### src/rtl/wfm_pkg.sv
package wfm_pkg;
    localparam int CTL_W  = 6;
    localparam int RDY_W  = 6;
    localparam int ADR_W  = 9;
    localparam int TC_W   = 32;
    localparam int N_VEC  = 8;
    localparam int IDX_W  = $clog2(N_VEC);
    localparam int SEL_W  = 3;
    localparam int WAIT_W = 9;
    localparam int CFG_AW = 4;
    localparam int CFG_DW = 32;

    localparam logic [CFG_AW-1:0] REG_COUNT = CFG_AW'(8);
    localparam logic [CFG_AW-1:0] REG_ADDR  = CFG_AW'(9);
    localparam logic [CFG_AW-1:0] REG_MODE  = CFG_AW'(10);

    typedef enum logic [1:0] {
        COND_A   = 2'd0,
        COND_AND = 2'd1,
        COND_OR  = 2'd2,
        COND_XOR = 2'd3
    } cond_op_e;

    typedef struct packed {
        logic [WAIT_W-1:0] hold;
        logic [IDX_W-1:0]  nxt_f;
        logic [IDX_W-1:0]  nxt_t;
        cond_op_e          op;
        logic [SEL_W-1:0]  sel_b;
        logic [SEL_W-1:0]  sel_a;
        logic              branch;
        logic              addr_inc;
        logic              fifo_adv;
        logic [CTL_W-1:0]  ctl;
    } vec_t;

    typedef struct packed {
        logic [TC_W-1:0]  tc;
        logic [ADR_W-1:0] adr;
        logic [ADR_W-1:0] ptr;
        logic             wide;
        logic             done;
    } xfer_t;

    typedef struct packed {
        logic              run;
        logic [IDX_W-1:0]  idx;
        logic [WAIT_W-1:0] tmr;
    } seq_t;
endpackage

### src/rtl/wfm_vec_table.sv
module wfm_vec_table
    import wfm_pkg::*;
(
    input  logic             clk,
    input  logic             rst_n,
    input  logic             wr_en,
    input  logic [IDX_W-1:0] wr_idx,
    input  vec_t             wr_vec,
    input  logic [IDX_W-1:0] rd_idx,
    output vec_t             rd_vec
);
    vec_t [N_VEC-1:0] ent_d;
    vec_t [N_VEC-1:0] ent_q;

    for (genvar g = 0; g < N_VEC; g++) begin : g_slot
        assign ent_d[g] = (wr_en && (wr_idx == IDX_W'(g))) ? wr_vec : ent_q[g];
    end

    always_ff @(posedge clk) begin
        if (!rst_n) ent_q <= '0;
        else        ent_q <= ent_d;
    end

    assign rd_vec = ent_q[rd_idx];
endmodule

### src/rtl/wfm_cond_eval.sv
module wfm_cond_eval
    import wfm_pkg::*;
(
    input  logic [RDY_W-1:0] rdy,
    input  logic [SEL_W-1:0] sel_a,
    input  logic [SEL_W-1:0] sel_b,
    input  cond_op_e         op,
    output logic             cond
);
    logic pick_a;
    logic pick_b;

    // selects beyond the ready inputs read as constant true
    always_comb begin
        pick_a = 1'b1;
        pick_b = 1'b1;
        for (int i = 0; i < RDY_W; i++) begin
            if (sel_a == SEL_W'(i)) pick_a = rdy[i];
            if (sel_b == SEL_W'(i)) pick_b = rdy[i];
        end
    end

    always_comb begin
        unique case (op)
            COND_A:   cond = pick_a;
            COND_AND: cond = pick_a & pick_b;
            COND_OR:  cond = pick_a | pick_b;
            COND_XOR: cond = pick_a ^ pick_b;
            default:  cond = pick_a;
        endcase
    end
endmodule

### src/rtl/wfm_xfer_regs.sv
module wfm_xfer_regs
    import wfm_pkg::*;
(
    input  logic              clk,
    input  logic              rst_n,
    input  logic              ld_count,
    input  logic              ld_addr,
    input  logic              ld_mode,
    input  logic [CFG_DW-1:0] wdata,
    input  logic              clr_ptr,
    input  logic              step,
    input  logic              ainc,
    input  logic              set_done,
    input  logic              clr_done,
    output logic [TC_W-1:0]   tc,
    output logic [ADR_W-1:0]  adr,
    output logic [ADR_W-1:0]  ptr,
    output logic              done,
    output logic              tc_one,
    output logic              tc_zero
);
    xfer_t x_d;
    xfer_t x_q;
    logic [ADR_W-1:0] ptr_inc;

    assign ptr_inc = x_q.wide ? ADR_W'(2) : ADR_W'(1);

    always_comb begin
        x_d = x_q;
        if (ld_count) x_d.tc   = wdata[TC_W-1:0];
        if (ld_addr)  x_d.adr  = wdata[ADR_W-1:0];
        if (ld_mode)  x_d.wide = wdata[0];
        if (clr_ptr)  x_d.ptr  = '0;
        if (step) begin
            x_d.tc  = x_q.tc - TC_W'(1);
            x_d.ptr = x_q.ptr + ptr_inc;
        end
        if (ainc)     x_d.adr  = x_q.adr + ADR_W'(1);
        if (set_done)      x_d.done = 1'b1;
        else if (clr_done) x_d.done = 1'b0;
    end

    always_ff @(posedge clk) begin
        if (!rst_n) x_q <= '0;
        else        x_q <= x_d;
    end

    assign tc      = x_q.tc;
    assign adr     = x_q.adr;
    assign ptr     = x_q.ptr;
    assign done    = x_q.done;
    assign tc_one  = (x_q.tc == TC_W'(1));
    assign tc_zero = (x_q.tc == '0);

    assert_tc_step_R7: assert property (@(posedge clk) disable iff (!rst_n)
        step |=> (tc == $past(tc) - TC_W'(1)));

    assert_adr_wrap_R9: assert property (@(posedge clk) disable iff (!rst_n)
        (ainc && !ld_addr) |=> (adr == ADR_W'($past(adr) + ADR_W'(1))));
endmodule

### src/rtl/wfm_master.sv
module wfm_master
    import wfm_pkg::*;
#(
    parameter logic [CTL_W-1:0] CTL_IDLE = '0
) (
    input  logic              clk,
    input  logic              rst_n,
    input  logic              cfg_we,
    input  logic [CFG_AW-1:0] cfg_addr,
    input  logic [CFG_DW-1:0] cfg_wdata,
    input  logic              start,
    input  logic [RDY_W-1:0]  rdy_in,
    input  logic              fifo_ok,
    output logic [CTL_W-1:0]  ctl_out,
    output logic [ADR_W-1:0]  adr_out,
    output logic              fifo_step,
    output logic [ADR_W-1:0]  fifo_ptr,
    output logic              busy,
    output logic              done,
    output logic [TC_W-1:0]   tc_out
);
    seq_t s_d;
    seq_t s_q;

    vec_t vec;
    logic cond;
    logic cfg_ok, wr_vec_en;
    logic tc_one, tc_zero;
    logic hold_done, vec_end, adv_ok, complete;
    logic do_ainc, last_xfer;
    logic go, go_run, go_zero;
    logic [IDX_W-1:0] nxt_idx;

    assign cfg_ok    = cfg_we & ~s_q.run;
    assign wr_vec_en = cfg_ok & (cfg_addr < CFG_AW'(N_VEC));

    wfm_vec_table u_table (
        .clk    (clk),
        .rst_n  (rst_n),
        .wr_en  (wr_vec_en),
        .wr_idx (cfg_addr[IDX_W-1:0]),
        .wr_vec (vec_t'(cfg_wdata)),
        .rd_idx (s_q.idx),
        .rd_vec (vec)
    );

    wfm_cond_eval u_cond (
        .rdy   (rdy_in),
        .sel_a (vec.sel_a),
        .sel_b (vec.sel_b),
        .op    (vec.op),
        .cond  (cond)
    );

    always_comb begin
        hold_done = (s_q.tmr == vec.hold);
        vec_end   = vec.branch | hold_done;
        adv_ok    = ~vec.fifo_adv | fifo_ok;
        complete  = s_q.run & vec_end & adv_ok;
        nxt_idx   = (vec.branch && !cond) ? vec.nxt_f : vec.nxt_t;
        fifo_step = complete & vec.fifo_adv;
        do_ainc   = complete & vec.addr_inc;
        last_xfer = fifo_step & tc_one;
        go        = start & ~s_q.run;
        go_run    = go & ~tc_zero;
        go_zero   = go & tc_zero;
    end

    always_comb begin
        s_d = s_q;
        if (go_run) begin
            s_d.run = 1'b1;
            s_d.idx = '0;
            s_d.tmr = '0;
        end else if (s_q.run) begin
            if (last_xfer) begin
                s_d.run = 1'b0;
                s_d.idx = '0;
                s_d.tmr = '0;
            end else if (complete) begin
                s_d.idx = nxt_idx;
                s_d.tmr = '0;
            end else if (!vec.branch && !hold_done) begin
                s_d.tmr = s_q.tmr + WAIT_W'(1);
            end
        end
    end

    always_ff @(posedge clk) begin
        if (!rst_n) s_q <= '0;
        else        s_q <= s_d;
    end

    wfm_xfer_regs u_xfer (
        .clk      (clk),
        .rst_n    (rst_n),
        .ld_count (cfg_ok & (cfg_addr == REG_COUNT)),
        .ld_addr  (cfg_ok & (cfg_addr == REG_ADDR)),
        .ld_mode  (cfg_ok & (cfg_addr == REG_MODE)),
        .wdata    (cfg_wdata),
        .clr_ptr  (go_run),
        .step     (fifo_step),
        .ainc     (do_ainc),
        .set_done (last_xfer | go_zero),
        .clr_done (go_run),
        .tc       (tc_out),
        .adr      (adr_out),
        .ptr      (fifo_ptr),
        .done     (done),
        .tc_one   (tc_one),
        .tc_zero  (tc_zero)
    );

    assign ctl_out = s_q.run ? vec.ctl : CTL_IDLE;
    assign busy    = s_q.run;

    assert_step_needs_fifo_R6: assert property (@(posedge clk) disable iff (!rst_n)
        fifo_step |-> fifo_ok);

    assert_tc_hold_R6: assert property (@(posedge clk) disable iff (!rst_n)
        (busy && !fifo_step) |=> $stable(tc_out));

    assert_done_at_zero_R7: assert property (@(posedge clk) disable iff (!rst_n)
        $rose(done) |-> (tc_out == '0));

    assert_end_after_step_R7: assert property (@(posedge clk) disable iff (!rst_n)
        $fell(busy) |-> $past(fifo_step));
endmodule

### config.mk
export PLATFORM = sky130hd
export DESIGN_NAME = wfm_master
export DESIGN_NICKNAME = d
export VERILOG_FILES = /design/src/rtl/wfm_pkg.sv /design/src/rtl/wfm_vec_table.sv /design/src/rtl/wfm_cond_eval.sv /design/src/rtl/wfm_xfer_regs.sv /design/src/rtl/wfm_master.sv
export SDC_FILE = /design/constraint.sdc
export NUM_CORES = 1
export LEC_CHECK = 0
export BUFFER_PORTS_ARGS = -buffer_cell sky130_fd_sc_hd__clkbuf_2
export CAP_MARGIN = 20
export CORE_UTILIZATION = 45
export DETAILED_ROUTE_END_ITERATION = 12
export PLACE_DENSITY = 0.67
export SYNTH_ARGS = -nofsm -noshare
export SYNTH_HDL_FRONTEND = slang
export SYNTH_SLANG_ARGS = --single-unit
### constraint.sdc
create_clock -name clk -period 11.28 [get_ports clk]
set_input_delay 2.82 -clock clk [delete_from_list [all_inputs] [get_ports clk]]
set_output_delay 2.82 -clock clk [all_outputs]
set_load 0.01 [all_outputs]
==> qor.yml, run 1 <==
clock_tree:
  tritoncts: "built"
  numCtsBuffers: 34
  htree_levels: 2
  clock_latency_ps: 520
  holdBufCountCts: 0
  cts.path.max_buffers: 3
  cts.sinks: 321
  cts-root-buf: "clkbuf_16"
  ctsResizeCount: 0
  post-cts-setup-buffers: 0
  path_clk_slew_ps: 60
placement:
  place_hpwl_um: 27300
  gp_congestion: 0.864
  pre_cts_slack_ps: 3740
  port-buffer-count: 105
critical_path:
  critPathBufInv: 5
  slowest_stage: "o21ai_0"
  crit_arrival_ps: 4730
  cp.depth: 8
  critical_path.startpoint_type: "input pin"
  end_kind: "primary output"
  critPathKind: "in -> out"
  crit_path_max_fanout: 54
  path_cells: "clkbuf_2 -> o21ai_0 -> nor2_1 -> o21ai_2 -> buf_4 -> inv_2 -> buf_4 -> clkbuf_2"
  reg2reg_slack_ps: 6080
  cp_slowest_stage_delay_ps: 550
  r2r_cells: 15
  crit_required_ps: 8460
  path_delay_family: "buffers and inverters"
layout:
  drive_gt1_share_pct: 15.3
  finalNetCount: 1885
  num_antenna_cells: 0
  n_fill_cell: 3047
  synthToLayoutAreaGrowth_pct: 12.5
synth:
  synth-simple-area-share_pct: 21.6
  yosysWarnings: 0
  ys_ff_latch: 321
  syn_inst: 1815
  syn_area_mm2: 0.0149
  synth_cell_type_count: 67
  synth_fa_ha_area_share_pct: 0.804
  syn_avg_cell_area_um2: 8.23
  synth_top_family_by_area: "simple AND/OR/NAND/NOR gates"
  synthMuxAreaShare_pct: 13.1
  synth_nets: 1871
  seq_area_frac_synth_pct: 43.0
  async_flop_share_pct: 0
  synthXorXnorAreaFrac_pct: 0.293
  synthFlopType: "dfxtp_1"
  synth_compound_area_share_pct: 16.4
  synth-edff-count: 0
die:
  rows: 66
  ios: 106
  die_h_um: 184
  start_util_pct: 45.8
  die_w_um: 184
  coreArea_mm2: 0.0326
  dieArea_mm2: 0.0339
min_path:
  hold_depth: 2
  worstHoldPathType: "reg -> reg"
route:
  first_iter_violations: 1382
  wl_um: 46100
  viasPerCell: 5.85
  postRouteAntennaNets: 0
  firstDrtPassIters: 5
  vias: 13400
  post-route-drc-count: 0
  wl_per_cell_um: 20.1
timing:
  slew_viol_final: 0
  finalSetupViolCount: 0
  max_freq_mhz: 132
  relSlewSlack_pct: 27.8
  finalCriticalPeriod_ps: 7550
  worst_pin_slew_ps: 1080
  fin_skew_ps: 13.4
  rsz0062_at_grt: "false"
  hold_viol_final: 0
  layout_setup_ws_ps: 3730
  timing.final.crit_share_pct: 67.0
  fin_setup_tns_ps: 0
global_routing:
  grt_usage_pct: 27.3
  grt_first_pass_wirelength_um: 71500
  antenna_found_initial: 1
  grt_max_degree: 114
  overflow: 0
  grt_pass1_vias: 12800
power:
  power_frac_comb_pct: 7.3
  p_int_mw: 1.89
  p_per_area_mw_per_mm2: 149
  p_leak_nw: 5.72
  clock_power_share_pct: 46.4
  report.power.total_mw: 2.51
  ir_worst_vdd_v: 0.000119
  p_sw_share_pct: 24.6
  seqPwrFrac_pct: 46.3
  power.switching_mw: 0.617
run:
  maxCapViolCount: 0
run_status:
  outcome: "completed"
## through the flow
step | utilization (%) | cells | cell area [um^2] | hold slack [ps]
after global placement | 47.8 | 2234 | 15600 | 438
after CTS | 51.4 | 2295 | 16800 | 452
after floorplan | - | 1815 | 14900 | 432
after detailed placement | 47.8 | 2234 | 15600 | 443
final | 51.5 | 2296 | 16800 | 451
after global routing | 51.5 | 2296 | 16800 | 467
## power groups by stage
stage | registers, mW | logic [mW] | clock network, mW
2_1_floorplan | 1.18 | 0.115 | 0
3_3_place_gp | 1.19 | 0.173 | 0
3_5_place_dp | 1.19 | 0.177 | 0
4_1_cts | 1.16 | 0.178 | 1.17
5_1_grt | 1.16 | 0.196 | 1.22
6_report | 1.16 | 0.182 | 1.16
## worst register-to-register path, delay by kind of cell (launching register included)
family | cells | cell delay [ps]
DFF | 1 | 800
buffers and inverters | 2 | 790
adders and majority gates | 1 | 220
and+or+nand+nor | 1 | 90
AOI/OAI and AO/OA | 6 | 1590
muxes | 5 | 1540
## cells in the mapped netlist (8+ instances only)
cell / n / area, um^2
mux2i_1: 51 / 510
clkbuf_1: 133 / 499
dfxtp_1: 321 / 6430
a31oi_1: 22 / 138
or3_1: 22 / 138
ha_1: 8 / 100
mux2_2: 14 / 158
inv_1: 14 / 52.6
mux4_2: 49 / 1100
o21ai_0: 23 / 115
nand2_1: 579 / 2170
buf_2: 10 / 50.1
nand3_1: 39 / 195
a21oi_1: 284 / 1420
nand2b_1: 9 / 56.3
nor2b_1: 9 / 56.3
nor3_1: 16 / 80.1
nand3b_1: 11 / 82.6
o21a_1: 13 / 97.6
a32oi_1: 8 / 70.1
and3_1: 10 / 62.6
nor2_1: 45 / 169
## area by class of cell
class	instances	area (um^2)	area share, %
multi-input cells	1324	7830	46.6
flip-flops and latches	321	6430	38.3
clock buffers	45	993	5.92
repair buffers	132	748	4.46
well taps	442	553	3.29
clock inverters	16	170	1.01
inverters	16	67.6	0.402
## layer usage
metal	track usage, %	vias to the layer above	share of wire (%)	wire length (um)
met1	36.1	6537	42	19500
met2	44.6	521	47	21500
met5	0	-	0	0
met4	11.4	0	3.7	1700
met3	3.83	99	7.2	3300
li1	-	6285	-	-
## sequential cells by signal, indices dropped and copies added, names as in the netlist
name	count
busy	1
s_q	12
u_table.ent_q	256
u_xfer.adr	9
u_xfer.done	1
u_xfer.ptr	9
u_xfer.tc	32
u_xfer.x_q	1
## worst paths after layout
check	from	endpoint
worst max-delay path	fifo_ok	fifo_step
worst min-delay path	u_table.ent_q[48]	u_table.ent_q[48]
worst max register to register	s_q[9]	s_q[11]
worst min register to register	u_table.ent_q[48]	u_table.ent_q[48]
## logic make-up (layout without fill, tap and decap cells)
| group | after synthesis | in the layout |
|---|---|---|
| AND/OR/NAND/NOR | 767 | 767 |
| AO/OA/AOI/OAI | 422 | 422 |
| flip-flops | 321 | 321 |
| buffers and inverters | 170 | 209 |
| multiplexers | 121 | 121 |
| adder cells (fa/ha/maj) | 9 | 9 |
| XOR/XNOR | 5 | 5 |
## placed cells by master, fill, tap and decap left out, types with 4 or more instances in the layout
master	instances
o311ai_0	5
dfxtp_1	318
a22o_1	4
mux4_2	49
a32oi_1	8
xor2_1	5
buf_4	26
a31o_2	4
mux4_1	7
a41oi_1	4
clkinv_2	8
o31a_1	6
o22ai_1	7
inv_1	14
clkbuf_16	35
clkbuf_8	8
or3_1	22
o31ai_1	4
nand2b_1	9
and3_1	10
mux2i_1	51
clkbuf_2	105
a31oi_1	22
mux2_2	14
o21a_1	13
ha_1	8
nand3b_1	11
a21oi_1	284
o21ai_0	23
o211ai_1	4
nand2_1	579
nor3_1	13
nor2_2	4
nand4_1	7
nor2_1	41
a22oi_1	6
nor2b_1	9
a2bb2oi_1	4
a21boi_0	6
nand3_1	38
(Power assumes the default switching activity.)
==> run 2, diff against run 1 <==
- ABC_AREA: not set -> 1
- clock period: 11.28 -> 7.3 ns (I/O delays scaled with it)
==> run 2 against run 1 <==
Non-clock buffer count is 1 higher. Combinational power is 140% higher. Clock skew is 4.8 ps higher. Hold slack worse by 5.0 ps. Wire length up 8.7%. Cell count increased by 24%. Synthesized cell count increased by 31%. Utilization is 0.84 points lower. Clock-buffer cell count grew 6. Clock power grew 59%. Global-route usage rose by 0.53 points. Register-to-register slack worse by 3300 ps. Largest cell class unchanged.
==> qor.yml, run 2 <==
run_status:
  outcome: "completed"
power:
  p_per_area_mw_per_mm2: 235  # +57%
  clock_power_share_pct: 45.1  # -1.3 points
  p_sw_share_pct: 26.1  # +1.5 points
  p_leak_nw: 7.50  # +31%
  ir_worst_vdd_v: 0.000235  # +98%
  report.power.total_mw: 4.11  # +64%
  power_frac_comb_pct: 10.5  # +3.2 points
  p_int_mw: 3.04  # +61%
  seqPwrFrac_pct: 44.4  # -1.9 points
  power.switching_mw: 1.07  # +74%
layout:
  largest_reg_flops: 256  # unchanged
  fin_area_mm2: 0.0175  # +4.2%
  num_antenna_cells: 0  # unchanged
  final_cell_count_no_fill: 2847  # +24%
  seqCellArea_mm2: 0.00643  # about the same
  top_register: "u_table.ent_q"
  synthToLayoutAreaGrowth_pct: 10.8
  finalNetCount: 2424  # +29%
  drive_gt1_share_pct: 8.99  # -6.3 points
  layout_common_cells: "585 x nor2_1, 357 x o21ai_0, 327 x nand2_1"
  fin_util_pct: 50.6  # -0.84 points
  multi_input_area_mm2: 0.00802  # +2.5%
  layout_commonest_cell: "nor2_1"
  n_fill_cell: 3457  # +13%
placement:
  place_inst: 2786  # +25%
  gp_congestion: 0.881  # +2.1%
  port-buffer-count: 105  # unchanged
  place_hpwl_um: 30000  # +9.8%
  placed_cell_area_mm2: 0.0163  # +4.5%
critical_path:
  timing.rr.start: "s_q[9]"
  critPathKind: "reg -> out"
  end_kind: "primary output"
  crit_path_max_fanout: 91  # +69%
  reg2reg_slack_ps: 2770  # -3310 ps
  crit_arrival_ps: 4330  # -400 ps
  slowest_stage: "dfxtp_4"
  startpoint: "s_q[9]"
  critPathBufInv: 5  # unchanged
  cp_slowest_stage_delay_ps: 870  # +320 ps
  path_cells: "inv_4 -> o21ai_0 -> a31oi_4 -> buf_4 -> nand2_1 -> nand2_2 -> inv_2 -> nand3_4 -> inv_2 -> clkbuf_2"
  crit_required_ps: 5480  # -2980 ps
  critical_path.startpoint_type: "flip-flop"
  path_delay_family: "buffers and inverters"
  cpMostUsedCell: "inv_2"
global_routing:
  grt_pass1_vias: 14800  # +16%
  met1_usage_pct: 37.3  # +1.2 points
  antenna_found_initial: 0  # -1
  busiest_layer: "met2"
  grt_first_pass_wirelength_um: 79900  # +12%
  grtUsageMet2_pct: 45.2  # +0.59 points
  overflow: 0  # unchanged
  met3_usage_pct: 3.47  # -0.37 points
  grt_usage_pct: 27.8  # +0.53 points
  grt_max_degree: 92  # -19%
route:
  post-route-drc-count: 0  # unchanged
  viasPerCell: 5.57  # -4.9%
  postRouteAntennaNets: 0  # unchanged
  firstDrtPassIters: 5  # unchanged
  wl_um: 50100  # +8.7%
  vias: 15800  # +18%
  first_iter_violations: 1420  # +2.7%
  wl_per_cell_um: 17.6  # -12%
synth:
  synth-edff-count: 0  # unchanged
  synth_nets: 2439  # +30%
  yosysTopAreaCell: "dfxtp_1"
  yosysWarnings: 0  # unchanged
  syn_inst: 2383  # +31%
  synth_commonest_cells: "589 x nor2_1, 357 x o21ai_0, 328 x nand2_1"
  syn_area_mm2: 0.0158  # +5.7%
  synthFlopType: "dfxtp_1"
  yosysMostFrequentCell: "nor2_1"
  seq_area_frac_synth_pct: 40.7  # -2.3 points
  syn_avg_cell_area_um2: 6.62  # -19%
  async_flop_share_pct: 0  # unchanged
  yosys-top-cells-area: "dfxtp_1 41%, nor2_1 14%, o21ai_0 11%, nand2_1 7.8%, a21oi_1 4.4%"
  synth_cell_type_count: 42  # -37%
  netlist.area_leader.share_pct: 40.7  # -2.3 points
  ys_ff_latch: 321  # unchanged
run:
  maxCapViolCount: 0  # unchanged
clock_tree:
  numCtsBuffers: 35  # +2.9%
  holdBufCountCts: 0  # unchanged
  cts.sinks: 321  # unchanged
  cts-root-buf: "clkbuf_16"
  tritoncts: "built"
  path_clk_slew_ps: 60  # about the same
  cts.path.max_buffers: 3  # unchanged
  htree_levels: 2  # unchanged
  clock_latency_ps: 530  # about the same
  ctsResizeCount: 0  # unchanged
  post-cts-setup-buffers: 0  # unchanged
min_path:
  worstHoldPathType: "reg -> reg"
  holdCritStartpoint: "u_table.ent_q[52]"
timing:
  slew_viol_final: 0  # unchanged
  finalCriticalPeriod_ps: 6150
  hold_viol_final: 0  # unchanged
  finalSetupViolCount: 0  # unchanged
  worst_pin_slew_ps: 1030  # -49.9 ps
  rsz0062_at_grt: "false"
  relSlewSlack_pct: 31.1  # +3.3 points
  fin_setup_tns_ps: 0  # unchanged
  timing.final.crit_share_pct: 84.3
  max_freq_mhz: 163
  fin_skew_ps: 18.2  # +4.77 ps
die:
  die_w_um: 189  # +2.8%
  dieArea_mm2: 0.0358  # +5.6%
  rows: 68  # +3.0%
  coreArea_mm2: 0.0345  # +5.9%
  ios: 106  # unchanged
  die_h_um: 189  # +2.8%
  start_util_pct: 45.7  # -0.087 points
## run 2: cell count changes after synthesis, moves of 22 or more
cell	change
nand2_1	-251
mux4_2	-49
o21ai_0	+334
or3_1	-22
nand4_1	+41
clkbuf_1	-31
nor2_1	+544
xor2_1	+23
mux2i_1	-51
inv_1	+113
buf_1	+31
a21oi_1	-144
nand3_1	+100
## run 2: worst min-delay path: stages, from the launching register on
cell and delay [ps]:
dfxtp_1 300, inv_1 50, a21oi_1 50
## run 2: metrics by stage
stage,worst slack [ps],hold slack (ps)
after floorplan,3030,424
after global placement,1880,435
after detailed placement,1770,441
after CTS,1210,450
after global routing,889,480
final,1150,446
## run 2: metal layers
layer	part of all wire [%]	wire length [um]
met1	44	22200
met2	46	22900
met3	6.5	3260
met4	3.6	1820
met5	0	0
## run 2: worst paths after layout
| kind | endpoint | cells past startpoint |
|---|---|---|
| setup / recovery | fifo_step | 10 |
| hold / removal | u_table.ent_q[52] | 2 |
| setup reg to reg | s_q[11] | 21 |
| hold reg to reg | u_table.ent_q[52] | 2 |
## run 2: cells by family (layout without fill, tap and decap cells)
| group | count (synthesis) | count (layout) | synth area share [%] |
|---|---|---|---|
| XOR/XNOR | 43 | 43 | 2.39 |
| buffers and inverters | 326 | 335 | 8.56 |
| adder cells (fa/ha/maj) | 9 | 9 | 0.761 |
| flip-flops | 321 | 321 | 40.7 |
| AO/OA/AOI/OAI | 546 | 546 | 18.1 |
| AND/OR/NAND/NOR | 1138 | 1138 | 29.5 |
## run 2: layout make-up
type                            instances  area share [%]
Sequential cell                       321            36.8
Clock inverter                         10           0.715
Inverter                              141            3.04
Tap cell                              455            3.26
Clock buffer                           51            6.11
Multi-Input combinational cell       1736            45.9
Timing Repair Buffer                  133            4.24
## run 2: power groups by stage
stage	clock (mW)	sequential, mW	combinational (mW)
3_3_place_gp	0	1.86	0.416
3_5_place_dp	0	1.86	0.422
4_1_cts	1.87	1.82	0.424
5_1_grt	1.94	1.83	0.475
2_1_floorplan	0	1.86	0.303
6_report	1.85	1.83	0.431
